==> src/rtl/tlb_pkg.sv <==
package tlb_pkg;

    typedef enum logic {
        ST_IDLE = 1'b0,
        ST_WALK = 1'b1
    } tlb_state_e;

endpackage

==> src/rtl/tlb_match.sv <==
module tlb_match #(
    parameter int ENTRIES = 8,
    parameter int VPN_W   = 20,
    parameter int PFN_W   = 20
) (
    input  logic [ENTRIES-1:0]            valid_i,
    input  logic [ENTRIES-1:0][VPN_W-1:0] vpn_i,
    input  logic [ENTRIES-1:0][PFN_W-1:0] pfn_i,
    input  logic [VPN_W-1:0]              key_i,
    output logic [ENTRIES-1:0]            hit_vec_o,
    output logic                          hit_o,
    output logic [PFN_W-1:0]              pfn_o
);

    // one comparator per entry, all in parallel
    for (genvar gi = 0; gi < ENTRIES; gi++) begin : g_cmp
        assign hit_vec_o[gi] = valid_i[gi] && (vpn_i[gi] == key_i);
    end

    assign hit_o = |hit_vec_o;

    // at most one entry matches, so an OR of gated frames is the selected frame
    always_comb begin
        pfn_o = '0;
        for (int i = 0; i < ENTRIES; i++) begin
            if (hit_vec_o[i]) begin
                pfn_o = pfn_o | pfn_i[i];
            end
        end
    end

endmodule

==> src/rtl/tlb_victim.sv <==
module tlb_victim #(
    parameter int ENTRIES = 8,
    parameter int IDX_W   = 3
) (
    input  logic [ENTRIES-1:0] valid_i,
    input  logic [IDX_W-1:0]   rr_i,
    output logic [IDX_W-1:0]   idx_o
);

    // lowest free slot wins; round-robin pointer only when none is free
    always_comb begin
        idx_o = rr_i;
        for (int i = ENTRIES - 1; i >= 0; i--) begin
            if (!valid_i[i]) begin
                idx_o = IDX_W'(i);
            end
        end
    end

endmodule

==> src/rtl/tlb_fill.sv <==
module tlb_fill
    import tlb_pkg::*;
#(
    parameter int ENTRIES = 8,
    parameter int VPN_W   = 20,
    parameter int PFN_W   = 20,
    parameter int OFF_W   = 12
) (
    input  logic                   clk,
    input  logic                   rst_n,
    input  logic                   flush_i,
    input  logic                   lk_valid_i,
    input  logic [VPN_W+OFF_W-1:0] lk_vaddr_i,
    output logic                   lk_ready_o,
    output logic                   rsp_valid_o,
    output logic [PFN_W+OFF_W-1:0] rsp_paddr_o,
    output logic                   rsp_fault_o,
    output logic                   walk_req_o,
    output logic [VPN_W-1:0]       walk_vpn_o,
    input  logic                   fill_valid_i,
    input  logic [PFN_W-1:0]       fill_pfn_i,
    input  logic                   fill_fault_i
);

    localparam int IDX_W = (ENTRIES > 1) ? $clog2(ENTRIES) : 1;
    localparam logic [IDX_W-1:0] RR_LAST = IDX_W'(ENTRIES - 1);

    typedef struct packed {
        tlb_state_e                   state;
        logic [ENTRIES-1:0]           valid;
        logic [ENTRIES-1:0][VPN_W-1:0] vpn;
        logic [ENTRIES-1:0][PFN_W-1:0] pfn;
        logic [IDX_W-1:0]             rr;
        logic [VPN_W-1:0]             lat_vpn;
        logic [OFF_W-1:0]             lat_off;
    } regs_t;

    regs_t r_d, r_q;

    logic [VPN_W-1:0]   key_vpn;
    logic [OFF_W-1:0]   key_off;
    logic [ENTRIES-1:0] hit_vec;
    logic               hit;
    logic [PFN_W-1:0]   hit_pfn;
    logic [IDX_W-1:0]   victim;
    logic               walking;
    logic               accept;
    logic               answer;

    assign key_vpn = lk_vaddr_i[VPN_W+OFF_W-1:OFF_W];
    assign key_off = lk_vaddr_i[OFF_W-1:0];

    tlb_match #(
        .ENTRIES (ENTRIES),
        .VPN_W   (VPN_W),
        .PFN_W   (PFN_W)
    ) u_match (
        .valid_i   (r_q.valid),
        .vpn_i     (r_q.vpn),
        .pfn_i     (r_q.pfn),
        .key_i     (key_vpn),
        .hit_vec_o (hit_vec),
        .hit_o     (hit),
        .pfn_o     (hit_pfn)
    );

    tlb_victim #(
        .ENTRIES (ENTRIES),
        .IDX_W   (IDX_W)
    ) u_victim (
        .valid_i (r_q.valid),
        .rr_i    (r_q.rr),
        .idx_o   (victim)
    );

    assign walking = (r_q.state == ST_WALK);
    assign accept  = lk_valid_i && !walking;
    assign answer  = walking && fill_valid_i;

    always_comb begin
        r_d = r_q;

        if (accept && !hit) begin
            r_d.state   = ST_WALK;
            r_d.lat_vpn = key_vpn;
            r_d.lat_off = key_off;
        end

        if (answer) begin
            r_d.state = ST_IDLE;
            if (!fill_fault_i && !flush_i) begin
                r_d.valid[victim] = 1'b1;
                r_d.vpn[victim]   = r_q.lat_vpn;
                r_d.pfn[victim]   = fill_pfn_i;
                r_d.rr            = (r_q.rr == RR_LAST) ? '0 : r_q.rr + 1'b1;
            end
        end

        if (flush_i) begin
            r_d.valid = '0;
        end
    end

    always_ff @(posedge clk) begin
        if (!rst_n) begin
            r_q <= '0;
        end else begin
            r_q <= r_d;
        end
    end

    assign lk_ready_o  = !walking;
    assign walk_req_o  = walking;
    assign walk_vpn_o  = r_q.lat_vpn;
    assign rsp_valid_o = (accept && hit) || answer;
    assign rsp_fault_o = answer && fill_fault_i;
    assign rsp_paddr_o = walking ? {fill_pfn_i, r_q.lat_off} : {hit_pfn, key_off};

    // parallel compare never finds the same page twice
    assert_onehot_match_R1: assert property (@(posedge clk) disable iff (!rst_n)
        $onehot0(hit_vec));

    assert_hit_answers_R1: assert property (@(posedge clk) disable iff (!rst_n)
        (lk_valid_i && lk_ready_o && hit) |-> (rsp_valid_o && !rsp_fault_o));

    assert_miss_walks_R2: assert property (@(posedge clk) disable iff (!rst_n)
        (lk_valid_i && lk_ready_o && !rsp_valid_o) |=> (walk_req_o && !lk_ready_o));

    assert_walk_hold_R3: assert property (@(posedge clk) disable iff (!rst_n)
        (walk_req_o && !fill_valid_i) |=> (walk_req_o && $stable(walk_vpn_o)));

    assert_fill_installs_R4: assert property (@(posedge clk) disable iff (!rst_n)
        (walk_req_o && fill_valid_i && !fill_fault_i && !flush_i) |=>
        ($countones(r_q.valid) ==
         $past($countones(r_q.valid)) + ($past(&r_q.valid) ? 0 : 1)));

    assert_fault_no_install_R5: assert property (@(posedge clk) disable iff (!rst_n)
        (walk_req_o && fill_valid_i && fill_fault_i && !flush_i) |=>
        ($stable(r_q.valid) && $stable(r_q.rr)));

    assert_flush_empties_R8: assert property (@(posedge clk) disable iff (!rst_n)
        flush_i |=> (r_q.valid == '0));

endmodule

==> config.mk <==
export PLATFORM = sky130hd
export DESIGN_NAME = tlb_fill
export DESIGN_NICKNAME = d
export VERILOG_FILES = /design/src/rtl/tlb_pkg.sv /design/src/rtl/tlb_match.sv /design/src/rtl/tlb_victim.sv /design/src/rtl/tlb_fill.sv
export SDC_FILE = /design/constraint.sdc
export NUM_CORES = 1
export LEC_CHECK = 0
export BUFFER_PORTS_ARGS = -buffer_cell sky130_fd_sc_hd__buf_2
export CAP_MARGIN = 10
export CORE_MARGIN = 5
export CORE_UTILIZATION = 63
export CTS_BUF_LIST = sky130_fd_sc_hd__clkbuf_4 sky130_fd_sc_hd__clkbuf_8
export DETAILED_ROUTE_END_ITERATION = 12
export PLACE_DENSITY_LB_ADDON = 0.15
export SLEW_MARGIN = 20
export SYNTH_ARGS = -nofsm -noshare
export SYNTH_HDL_FRONTEND = slang
export SYNTH_SLANG_ARGS = --single-unit
==> constraint.sdc <==
create_clock -name clk -period 3.72 [get_ports clk]
set_input_delay 0.744 -clock clk [delete_from_list [all_inputs] [get_ports clk]]
set_output_delay 0.744 -clock clk [all_outputs]
set_load 0.01 [all_outputs]
# After elaboration in Yosys (flattened, before gate mapping)
# Cells that the tools add are included.
# word_totals
register_bits,364
inputBits,58
out_inout_bits,56
wordCells,90
# op_classes
add_sub_neg,1
n_lt_le_gt_ge,2
eq_ne,9
n_mux,24
bitwise,9
n_reduce_logical,24
# ops
cell,n
bitwise mux 160 bit,2
2-to-1 mux 20 bit,9
equality test 20 bit,8
bitwise OR 20 bit,7
demux 20 bit (select 3 bit),1
2-to-1 mux 32 bit,1
2-to-1 mux 3 bit,9
logical AND 1 bit,15
bitwise OR 8 bit,1
OR reduction 8 bit,1
logical NOT 1 bit,4
"< comparator 3 x 4 -> 1 bit, second input constant",1
OR reduction 2 bit,2
"adder 3 x 1 -> 3 bit, second input constant",1
demux 1 bit (select 3 bit),1
"equality test 3 bit, second input constant",1
">= comparator 3 x 1 -> 1 bit, second input constant",1
AND reduction 2 bit,1
logical OR 1 bit,1
2-to-1 mux 1 bit,1
NOT 1 bit,1

# Longest topological paths before layout
# Gate-level depths: netlist of run 1.
# logic_depth
ltp_word,18
mapped_depth,10
depth_no_buf,7

# Cells and area by module
# Synthesis of run 1 repeated with hierarchy kept, for this count alone.
# hier_totals
cells_unflattened,1899
area_unflattened_um2,17688.2
# by_module_without_submodules
mod,n_inst,cells_per_inst,area_per_inst_um2,seq_area_each_um2
tlb_fill,1,1328,13588.0,7287.0
tlb_match,1,558,4028.9,0.0
tlb_victim,1,13,71.3,0.0

# Worst setup path before layout of run 1
# No wires, ideal clock.
# synth_timing
path_type,input -> output
from,input lk_vaddr_i[30]
to,output rsp_paddr_o[25]
arrival_ns,2.524
required_time_ns,2.976
setup_slack_ns,0.452
cell_stages,9
n_path_buf,2
path_cell_list,buf_4 > xor2_1 > nor4_1 > nand4_1 > nor4_1 > clkbuf_1 > a22o_1 > a221oi_1 > a31oi_1
# synth_between
elab_chain_len,18
word_cells_on_any_way,32
cone_classes,8 x eq/ne; 9 x mux; 7 x bitwise; 8 x reduce/logical
# synth_lines
item,line_no,rtl
start: declaration,tlb_fill.sv:13,"input logic [VPN_W+OFF_W-1:0] lk_vaddr_i,"
equality test 20 bit,tlb_match.sv:17,assign hit_vec_o[gi] = valid_i[gi] && (vpn_i[gi] == key_i);
logical AND 1 bit,tlb_match.sv:17,
2-to-1 mux 20 bit,tlb_match.sv:26,if (hit_vec_o[i]) begin
bitwise OR 20 bit,tlb_match.sv:27,pfn_o = pfn_o | pfn_i[i];
2-to-1 mux 20 bit,tlb_match.sv:26,
bitwise OR 20 bit,tlb_match.sv:27,
2-to-1 mux 20 bit,tlb_match.sv:26,
bitwise OR 20 bit,tlb_match.sv:27,
[... 2 more ...],n/a,
2-to-1 mux 20 bit,tlb_match.sv:26,
bitwise OR 20 bit,tlb_match.sv:27,
2-to-1 mux 20 bit,tlb_match.sv:26,
bitwise OR 20 bit,tlb_match.sv:27,
2-to-1 mux 20 bit,tlb_match.sv:26,
bitwise OR 20 bit,tlb_match.sv:27,
2-to-1 mux 20 bit (*),tlb_match.sv:26,
2-to-1 mux 32 bit (*),tlb_fill.sv:117,"assign rsp_paddr_o = walking ? {fill_pfn_i, r_q.lat_off} : {hit_pfn, key_off};"
end: declaration,tlb_fill.sv:16,"output logic [PFN_W+OFF_W-1:0] rsp_paddr_o,"
# Mark *: on every way between the ends. The rest lies on a longest branch, timed or not.

# Worst setup path in the final report of run 1
# layout_timing
from,input lk_vaddr_i[16]
to,output rsp_paddr_o[24]
# Same word-level chain as after synthesis.

==> impl_metrics.ini, run 1 <==
[grt]
grt_max_degree = 113
wire_length_of_the_first_global_routing_pass_mm = 71.26
grt_pass1_vias = 12720
grt_antenna_before_repair = 1
groute.usage.overall_pct = 29.03
grt_remaining_overflow = 0

[sta]
report.final.slew_viol_count = 0
fin_tns_setup_ps = -372.8
worst_slack_ps = -54.79
timing.final.crit_share_pct = 101.5
post-route-min-period_ps = 3775
final_hold_viol_count = 0
clock_skew_ps = 24.80
maxClockFrequency_ghz = 0.2649
worstMarginPinSlew_ps = 942.7
slew_headroom_pct = 36.95
setup_viol = 15
unrepaired_setup_endpoints_after_global_routing = yes

[critical_path]
worst-setup-path-type = in2out
critPathLaunchType = input pin
crit_path_cell_trace = buf_2 > xor2_1 > nor4_2 > buf_4 > nand4_1 > nor4_4 > buf_6 > buf_12 > a221oi_1 > a31oi_1 > buf_2
critical_path.n_buffers_inverters = 5
critical_path.max_stage_delay_ps = 360
worst-endpoint-arrival_ps = 3030
cp_data_required_time_ps = 2980
critical_path_slowest_stage_cell = nor4_4
worst-path-max-fanout = 7
worst_path_most_repeated_cell = buf_2
worst_path_dominant_cell_family = buffers and inverters
setup.reg_to_reg.worst_slack_ps = 340
cp-end-kind = primary output

[job]
maxCapViolCount = 0

[hold_path]
hp-class = in2reg

[run_status]
violations = setup timing
run_status = finished, violations left

[drt]
drc = 0
vias_per_cell = 5.762
firstDrtPassIters = 5
final_antenna_net_count = 0
detail_route.iter0.violations = 1030
routed_wire_per_std_cell_um = 20.95
totalWireLength_mm = 46.64
vias = 12830

[yosys]
synth.avg_cell_area_um2 = 10.09
synth_nets = 1762
count_of_cell_types_in_the_netlist = 41
ys_seq_area_share_pct = 42.41
synthesis.area_mm2 = 0.01718
ys.warnings.count = 0
synth_ff_type = dfxtp_1
edff_count_synth = 0
synthCells = 1702
synth.ff_latch_count = 364
asyncSetResetFlopFracSynth_pct = 0

[layout]
nNetsFinal = 1902
insertedDiodeCount = 0
share_of_post_route_cells_with_drive_strength_above_1_pct = 22.81
nFillCells = 1875
leading_cell_type_in_the_layout_fill_and_taps_excluded = dfxtp_1
commonest_cells_after_routing_fill_and_taps_aside = dfxtp_1, mux2i_1, nor2b_1, buf_4, xor2_1
area.growth.synth_to_final_pct = 18.22
finished_core_util_pct = 75.57

[die]
fp-row-count = 60
io_pins = 114
design.die.area_mm2 = 0.03067
floorplan.initialDensity_pct = 63.92
design.core.area_mm2 = 0.02688
dieWidth_um = 175.1
dieHeight_um = 175.1

[placement]
place.gp.congestion = 0.8877
io_buffer_count = 113
dp_hpwl_mm = 29.84

[clock_tree]
cts.reportedPaths.clkPinSlew_ps = 60
cts.root.buffer_cell = clkbuf_8
cts_made_buffers = 58
numClockSinks = 364
clock_insertion_delay_at_the_later_pin_of_the_skew_report_ps = 600
ctsLongestPathBuffers = 3
htree_num_levels = 2
tritoncts = built

[pwr]
power_per_cell_area_mw_per_mm2 = 403.0
max-vdd-ir-drop_v = 0.0003216
post-layout-total-power_uw = 8186
cellLeakagePower_uw = 0.008640
[cells by family (layout without fill, tap and decap cells)]
group	Yosys count	count (layout)	share of synthesized area, %
DFF	364	364	42.41
buffers and inverters	190	373	5.739
adders and majority gates	2	2	0.1456
and+or+nand+nor	501	501	16.69
AOI/OAI and AO/OA	121	121	5.557
muxes	364	364	21.29
xor gates and xnor gates	160	160	8.157
[cells in the mapped netlist (2+ instances only)]
library cell  instances  area share (%)
a21oi_1               8            0.23
a221oi_1             40             2.0
a21boi_1              2           0.087
a31oi_1              21            0.76
nand3_1               2           0.058
buf_4                46             2.0
ha_1                  2            0.15
nand2_1              75             1.6
inv_1                 5            0.11
a21boi_0              2           0.087
clkbuf_1             88             1.9
mux2_2               12            0.79
nor4_1               29             1.1
mux2i_1             352              21
o21ai_0               3           0.087
nor3_1               13            0.38
xnor2_1              35             1.8
a22o_1               40             2.0
xor2_1              125             6.4
nor2b_1             321              12
dfxtp_1             364              42
nor2_1               32            0.70
nand4_1              18            0.66
buf_6                 6            0.39
nand2b_1              2           0.073
buf_2                44             1.3
[repair_timing]
item                       CTS  global route
setup endpoints to repair   21            21
buffers inserted             5            11
pin swaps                   17            31
hold buffers                 0             0
gates resized for setup     20            39
cloned                       2             1
[state kept, by name, summed over array words and instances, names as in the netlist]
signal / cells
walk_req_o: 1
r_q: 343
walk_vpn_o: 20
[worst reg2reg max path, delay by kind of cell (launching register included)]
| kind | cells | cell delay (ps) |
|---|---|---|
| buffers and inverters | 4 | 780 |
| flip-flops | 1 | 390 |
| XOR/XNOR | 1 | 270 |
| multiplexers | 1 | 210 |
| AND/OR/NAND/NOR | 5 | 1640 |
[report_power, final]
group	internal, uW	leakage (uW)	switching [uW]	total [uW]
Clock	2040	0.000669	1540	3580
Sequential	3930	0.00294	60.6	3990
Combinational	275	0.00503	338	613
Total	6250	0.00864	1940	8190
[final timing paths]
path,depth (start not counted),start,to
min,3,lk_vaddr_i[7],r_q[7]$_SDFFE_PN0P_
max reg2reg,11,r_q[259]$_SDFFE_PN0P_,r_q[4]$_SDFFE_PN0P_
min reg2reg,2,r_q[6]$_SDFFE_PN0P_,r_q[6]$_SDFFE_PN0P_
max,11,lk_vaddr_i[16],rsp_paddr_o[24]
[layout make-up]
cell class                 count  area [um^2]  share of cell area (%)
clock buffer                  94         1169                   5.754
clock inverter                 9        70.07                  0.3450
inverter                       6        22.52                  0.1109
multi-input combinational   1148         9286                   45.72
sequential                   364         7288                   35.88
tap                          341        426.7                   2.101
timing repair buffer         264         2048                   10.08
[metrics by stage]
step                setup WS (ps)  hold WS [ps]  cell area [um^2]  cells
global placement           -312.3         437.9             18630   2106
detailed placement         -272.8         448.6             18630   2106
finish                     -54.79         411.8             20310   2226
CTS                        -34.84         398.5             20040   2215
global route               -152.5         403.0             20310   2226
floorplan                   452.1         431.3             17180   1702
[per-layer routing]
metal	GRT usage, %	up-vias	routed length [um]
li1	-	6050	-
met1	40.95	6165	21000
met2	44.31	484	20350
met3	5.344	125	3479
met4	11.29	2	1800
met5	0	-	7
(Power assumes the default switching activity.)
==> inputs of run 2 (changes only) <==
- PLACE_DENSITY: default -> 0.88
- PLACE_DENSITY_LB_ADDON: 0.15 -> default
==> impl_metrics.ini, run 2 (synthesis results as in run 1) <==
[critical_path]
worst-endpoint-arrival_ps = 3230
cp-end-kind = primary output
worst-setup-path-type = in2out
critical_path.max_stage_delay_ps = 390
crit_path_cell_trace = buf_2 > buf_12 > xor2_1 > nor4_1 > nand4_1 > nor3_4 > buf_4 > a22o_1 > a221oi_1 > a31oi_1 > buf_2
worst_path_dominant_cell_family = simple AND/OR/NAND/NOR gates
cp_data_required_time_ps = 2980
critical_path.n_buffers_inverters = 4
critPathLaunchType = input pin
critical_path_slowest_stage_cell = nor4_1
worst-path-max-fanout = 8
worst_path_most_repeated_cell = buf_2

[die]
floorplan.initialDensity_pct = 63.92
design.die.area_mm2 = 0.03067
fp-row-count = 60
design.core.area_mm2 = 0.02688
dieWidth_um = 175.1
dieHeight_um = 175.1
io_pins = 114

[clock_tree]
clock_insertion_delay_at_the_later_pin_of_the_skew_report_ps = 610
cts.root.buffer_cell = clkbuf_8
cts_made_buffers = 57
numClockSinks = 364
ctsLongestPathBuffers = 3
htree_num_levels = 2
cts.reportedPaths.clkPinSlew_ps = 60
tritoncts = built
cts-hold-fix-buffers = 0

[drt]
detail_route.iter0.violations = 1672
final_antenna_net_count = 0
vias_per_cell = 6.191
firstDrtPassIters = 7
drc = 0
routed_wire_per_std_cell_um = 23.47
vias = 13610
totalWireLength_mm = 51.62

[sta]
report.final.slew_viol_count = 0
post-route-min-period_ps = 3977
fin_tns_setup_ps = -2169
final_hold_viol_count = 0
timing.final.crit_share_pct = 106.9
slew_headroom_pct = 38.19
setup_viol = 21
maxClockFrequency_ghz = 0.2515
unrepaired_setup_endpoints_after_global_routing = yes
worst_slack_ps = -256.8
worstMarginPinSlew_ps = 920.9
hold_ws_ps = 400.1
clock_skew_ps = 20.58

[grt]
grt_antenna_before_repair = 1
grt_remaining_overflow = 0
grt_max_degree = 137
wire_length_of_the_first_global_routing_pass_mm = 75.95
grt_pass1_vias = 13670
groute.usage.overall_pct = 30.95

[placement]
dp_hpwl_mm = 29.76
io_buffer_count = 113
place.gp.congestion = 0.8820

[layout]
area.growth.synth_to_final_pct = 17.61
finished_core_util_pct = 75.18
leading_cell_type_in_the_layout_fill_and_taps_excluded = dfxtp_1
nNetsFinal = 1874
share_of_post_route_cells_with_drive_strength_above_1_pct = 22.24
registers.top_by_ff_count = r_q
commonest_cells_after_routing_fill_and_taps_aside = dfxtp_1, mux2i_1, nor2b_1, xor2_1, buf_2
largest_register_ffs = 343

[pwr]
cellLeakagePower_uw = 0.008547
post-layout-total-power_uw = 8224
max-vdd-ir-drop_v = 0.0003163
power.sequential.fraction_pct = 48.5
power_share_of_the_combinational_group_pct = 7.4
power.switching_uw = 1985
internal_power_uw = 6239
power_per_cell_area_mw_per_mm2 = 407.0
swShare_pct = 24.14
pwr-share-clk_pct = 44.1

[run_status]
run_status = finished, violations left
violations = setup timing

[job]
maxCapViolCount = 0

[hold_path]
hp-class = in2reg
[run 2: tightest hold or removal path, delay by kind of cell]
| kind | cells | cell delay [ps] |
|---|---|---|
| mux | 1 | 60 |
| buf+inv | 1 | 100 |
| simple gates | 1 | 50 |
[run 2: final cells by class]
type / count / area (um^2)
Multi-Input combinational cell: 1148 / 9339
Sequential cell: 364 / 7298
Fill cell: 1578 / 6670
Timing Repair Buffer: 237 / 1872
Clock buffer: 99 / 1225
Tap cell: 341 / 426.7
Inverter: 6 / 22.52
Clock inverter: 3 / 20.02
Antenna cell: 1 / 2.502
[run 2: what timing repair did]
action | CTS | global route
cloned | 2 | 2
endpoints found under the setup margin | 21 | 21
endpoints found under the hold margin | 0 | 0
pin swaps | 20 | 23
resized for setup | 30 | 73
buffers inserted | 8 | 6
[run 2: power groups by stage]
stage / Sequential, uW / Combinational [uW] / Clock [uW]
after global routing: 3990 / 639 / 3820
after CTS: 3990 / 571 / 3620
after global placement: 4070 / 549 / 0
after detailed placement: 4070 / 558 / 0
final: 3990 / 611 / 3620
after floorplan: 4020 / 410 / 0
[run 2: per-layer routing]
layer,up-vias,track usage (%),wire length [um]
met2,828,50.62,24050
met1,6547,38.95,19830
li1,5976,-,-
met3,260,6.339,4881
met5,-,0,7
met4,2,15.52,2853
[run 2: worst paths after layout]
kind	start	end	slack (ps)	cells past startpoint
setup / recovery	lk_vaddr_i[17]	rsp_paddr_o[27]	-260	11
hold / removal	lk_vaddr_i[8]	r_q[8]$_SDFFE_PN0P_	400	3
setup reg to reg	r_q[361]$_SDFFE_PP0P_	r_q[209]$_SDFFE_PN0P_	600	7
hold reg to reg	r_q[4]$_SDFFE_PN0P_	r_q[4]$_SDFFE_PN0P_	450	2
[run 2: per-stage QoR]
step | setup slack (ps) | instances | area (um^2)
after global placement | -403.5 | 2080 | 18360
final | -256.8 | 2199 | 20210
after floorplan | 452.1 | 1702 | 17180
after global routing | -229.0 | 2198 | 20200
after CTS | -65.19 | 2191 | 19820
after detailed placement | -420.2 | 2080 | 18360
==> inputs of run 3 (changes only) <==
- CORE_UTILIZATION: 63 -> 60
- MAX_ROUTING_LAYER: default -> met4
- PLACE_DENSITY: 0.88 -> 0.85
==> impl_metrics.ini, run 3 (synthesis results as in run 1) <==
[critical_path]
critical_path.max_stage_delay_ps = 290
worst-setup-path-type = in2out
worst-endpoint-arrival_ps = 3050
critical_path_slowest_stage_cell = a31oi_1
crit_path_cell_trace = buf_6 > buf_12 > buf_4 > xor2_1 > nor4_1 > nand4_1 > buf_4 > nor3_4 > buf_6 > a22o_1 > a221oi_2 > a31oi_1 > buf_2
critPathLaunchType = input pin
critical_path.n_buffers_inverters = 6
cp-end-kind = primary output
worst-path-max-fanout = 6
cp_data_required_time_ps = 2980
worst_path_dominant_cell_family = buffers and inverters

[die]
dieHeight_um = 179.2
design.die.area_mm2 = 0.03212
io_pins = 114
floorplan.initialDensity_pct = 60.35
dieWidth_um = 179.2
design.core.area_mm2 = 0.02847
fp-row-count = 62

[layout]
nFillCells = 1943
nNetsFinal = 1873
commonest_cells_after_routing_fill_and_taps_aside = dfxtp_1, mux2i_1, nor2b_1, xor2_1, buf_2
design_area_mm2 = 0.02024
leading_cell_type_in_the_layout_fill_and_taps_excluded = dfxtp_1
total_area_of_multi_input_combinational_cells_mm2 = 0.009313
total_area_of_sequential_cells_mm2 = 0.007298
area.growth.synth_to_final_pct = 17.81
share_of_post_route_cells_with_drive_strength_above_1_pct = 21.99
largest_register_ffs = 343
registers.top_by_ff_count = r_q

[placement]
place.gp.congestion = 0.9235
io_buffer_count = 113
dp_hpwl_mm = 30.07
dpl-instance-area_mm2 = 0.01848

[drt]
detail_route.iter0.violations = 1419
final_antenna_net_count = 0
vias = 12990
routed_wire_per_std_cell_um = 21.31
firstDrtPassIters = 5
drc = 0
vias_per_cell = 5.797
totalWireLength_mm = 47.75

[sta]
clock_skew_ps = 25.59
slew_headroom_pct = 48.42
worst_slack_ps = -78.37
worstMarginPinSlew_ps = 768.4
hold_ws_ps = 397.2
setup_viol = 13
fin_tns_setup_ps = -371.0
timing.final.crit_share_pct = 102.1
final_hold_viol_count = 0
post-route-min-period_ps = 3798
report.final.slew_viol_count = 0
unrepaired_setup_endpoints_after_global_routing = yes
maxClockFrequency_ghz = 0.2633

[clock_tree]
clock_insertion_delay_at_the_later_pin_of_the_skew_report_ps = 600
cts_made_buffers = 57
cts.reportedPaths.clkPinSlew_ps = 60
htree_num_levels = 2
ctsLongestPathBuffers = 3
tritoncts = built
numClockSinks = 364
cts.root.buffer_cell = clkbuf_8

[grt]
grt_remaining_overflow = 0
groute.usage.overall_pct = 29.84
wire_length_of_the_first_global_routing_pass_mm = 73.35
grt_antenna_before_repair = 1
grt_max_degree = 120
grt_pass1_vias = 13290

[pwr]
cellLeakagePower_uw = 0.008547
power_per_cell_area_mw_per_mm2 = 406.9
max-vdd-ir-drop_v = 0.0002618
post-layout-total-power_uw = 8235

[run_status]
violations = setup timing
run_status = finished, violations left

[job]
maxCapViolCount = 0

[hold_path]
hp-class = in2reg
run 3: cell types whose count changed in the layout (fill, tap and decap cells not counted), sizes merged:
cell,change
clkbuf,-11
clkinv,+6
buf,+2
bufinv,+2
clkinvlp,-1
diode,+1
run 3: per-stage QoR:
stage	worst slack, ps	instances	utilization, %
after floorplan	452.1	1702	-
after global placement	-158.6	2122	64.92
after detailed placement	-175.7	2122	64.92
after CTS	-46.79	2231	70.14
after global routing	-144.7	2240	71.08
final	-78.37	2241	71.09
run 3: power breakdown:
part           internal, uW  switching, uW
clock network          2090           1560
registers              3930           61.4
logic                   268            332
run 3: final cells by class:
type | count | share of cell area (%)
antenna | 2 | 0.02473
clock buffer | 91 | 5.694
clock inverter | 10 | 0.5069
inverter | 6 | 0.1113
multi-input combinational | 1148 | 46.01
sequential | 364 | 36.06
tap | 384 | 2.374
timing repair buffer | 236 | 9.217
run 3: per-layer routing:
metal / share of wire [%] / routed length, um / up-vias / global-route usage [%]
met5: 0 / 0 / - / -
met4: 4.4 / 2117 / 0 / 12.82
met3: 7.9 / 3760 / 150 / 4.787
met2: 46 / 22070 / 584 / 46.72
met1: 41 / 19810 / 6282 / 38.53
li1: - / - / 5976 / -
run 3: path summary, 6_finish.rpt:
| path | from | to | slack (ps) | depth (start not counted) |
|---|---|---|---|---|
| max | lk_vaddr_i[30] | rsp_paddr_o[13] | -80 | 13 |
| min | lk_vaddr_i[4] | r_q[4]$_SDFFE_PN0P_ | 400 | 3 |
| max reg2reg | r_q[198]$_SDFFE_PN0P_ | walk_vpn_o[1]$_SDFFE_PN0P_ | 430 | 12 |
| min reg2reg | r_q[4]$_SDFFE_PN0P_ | r_q[4]$_SDFFE_PN0P_ | 460 | 2 |
run 3: worst register-to-register path, cell delays in order (launching register included):
cell     delay [ps]
dfxtp_1         360
xor2_1          250
nor4_2          100
buf_4           150
nand4_1         150
nor3_4           70
buf_4           150
buf_6           170
or4_4           580
buf_4           170
nor3_4          630
buf_12          250
mux2i_1         200
run 3: timing repair:
item | CTS | global route
hold buffers | 0 | 0
cloned | 2 | 2
endpoints found under the setup margin | 21 | 21
resized for setup | 36 | 46
buffers inserted | 8 | 8
pin swaps | 13 | 43
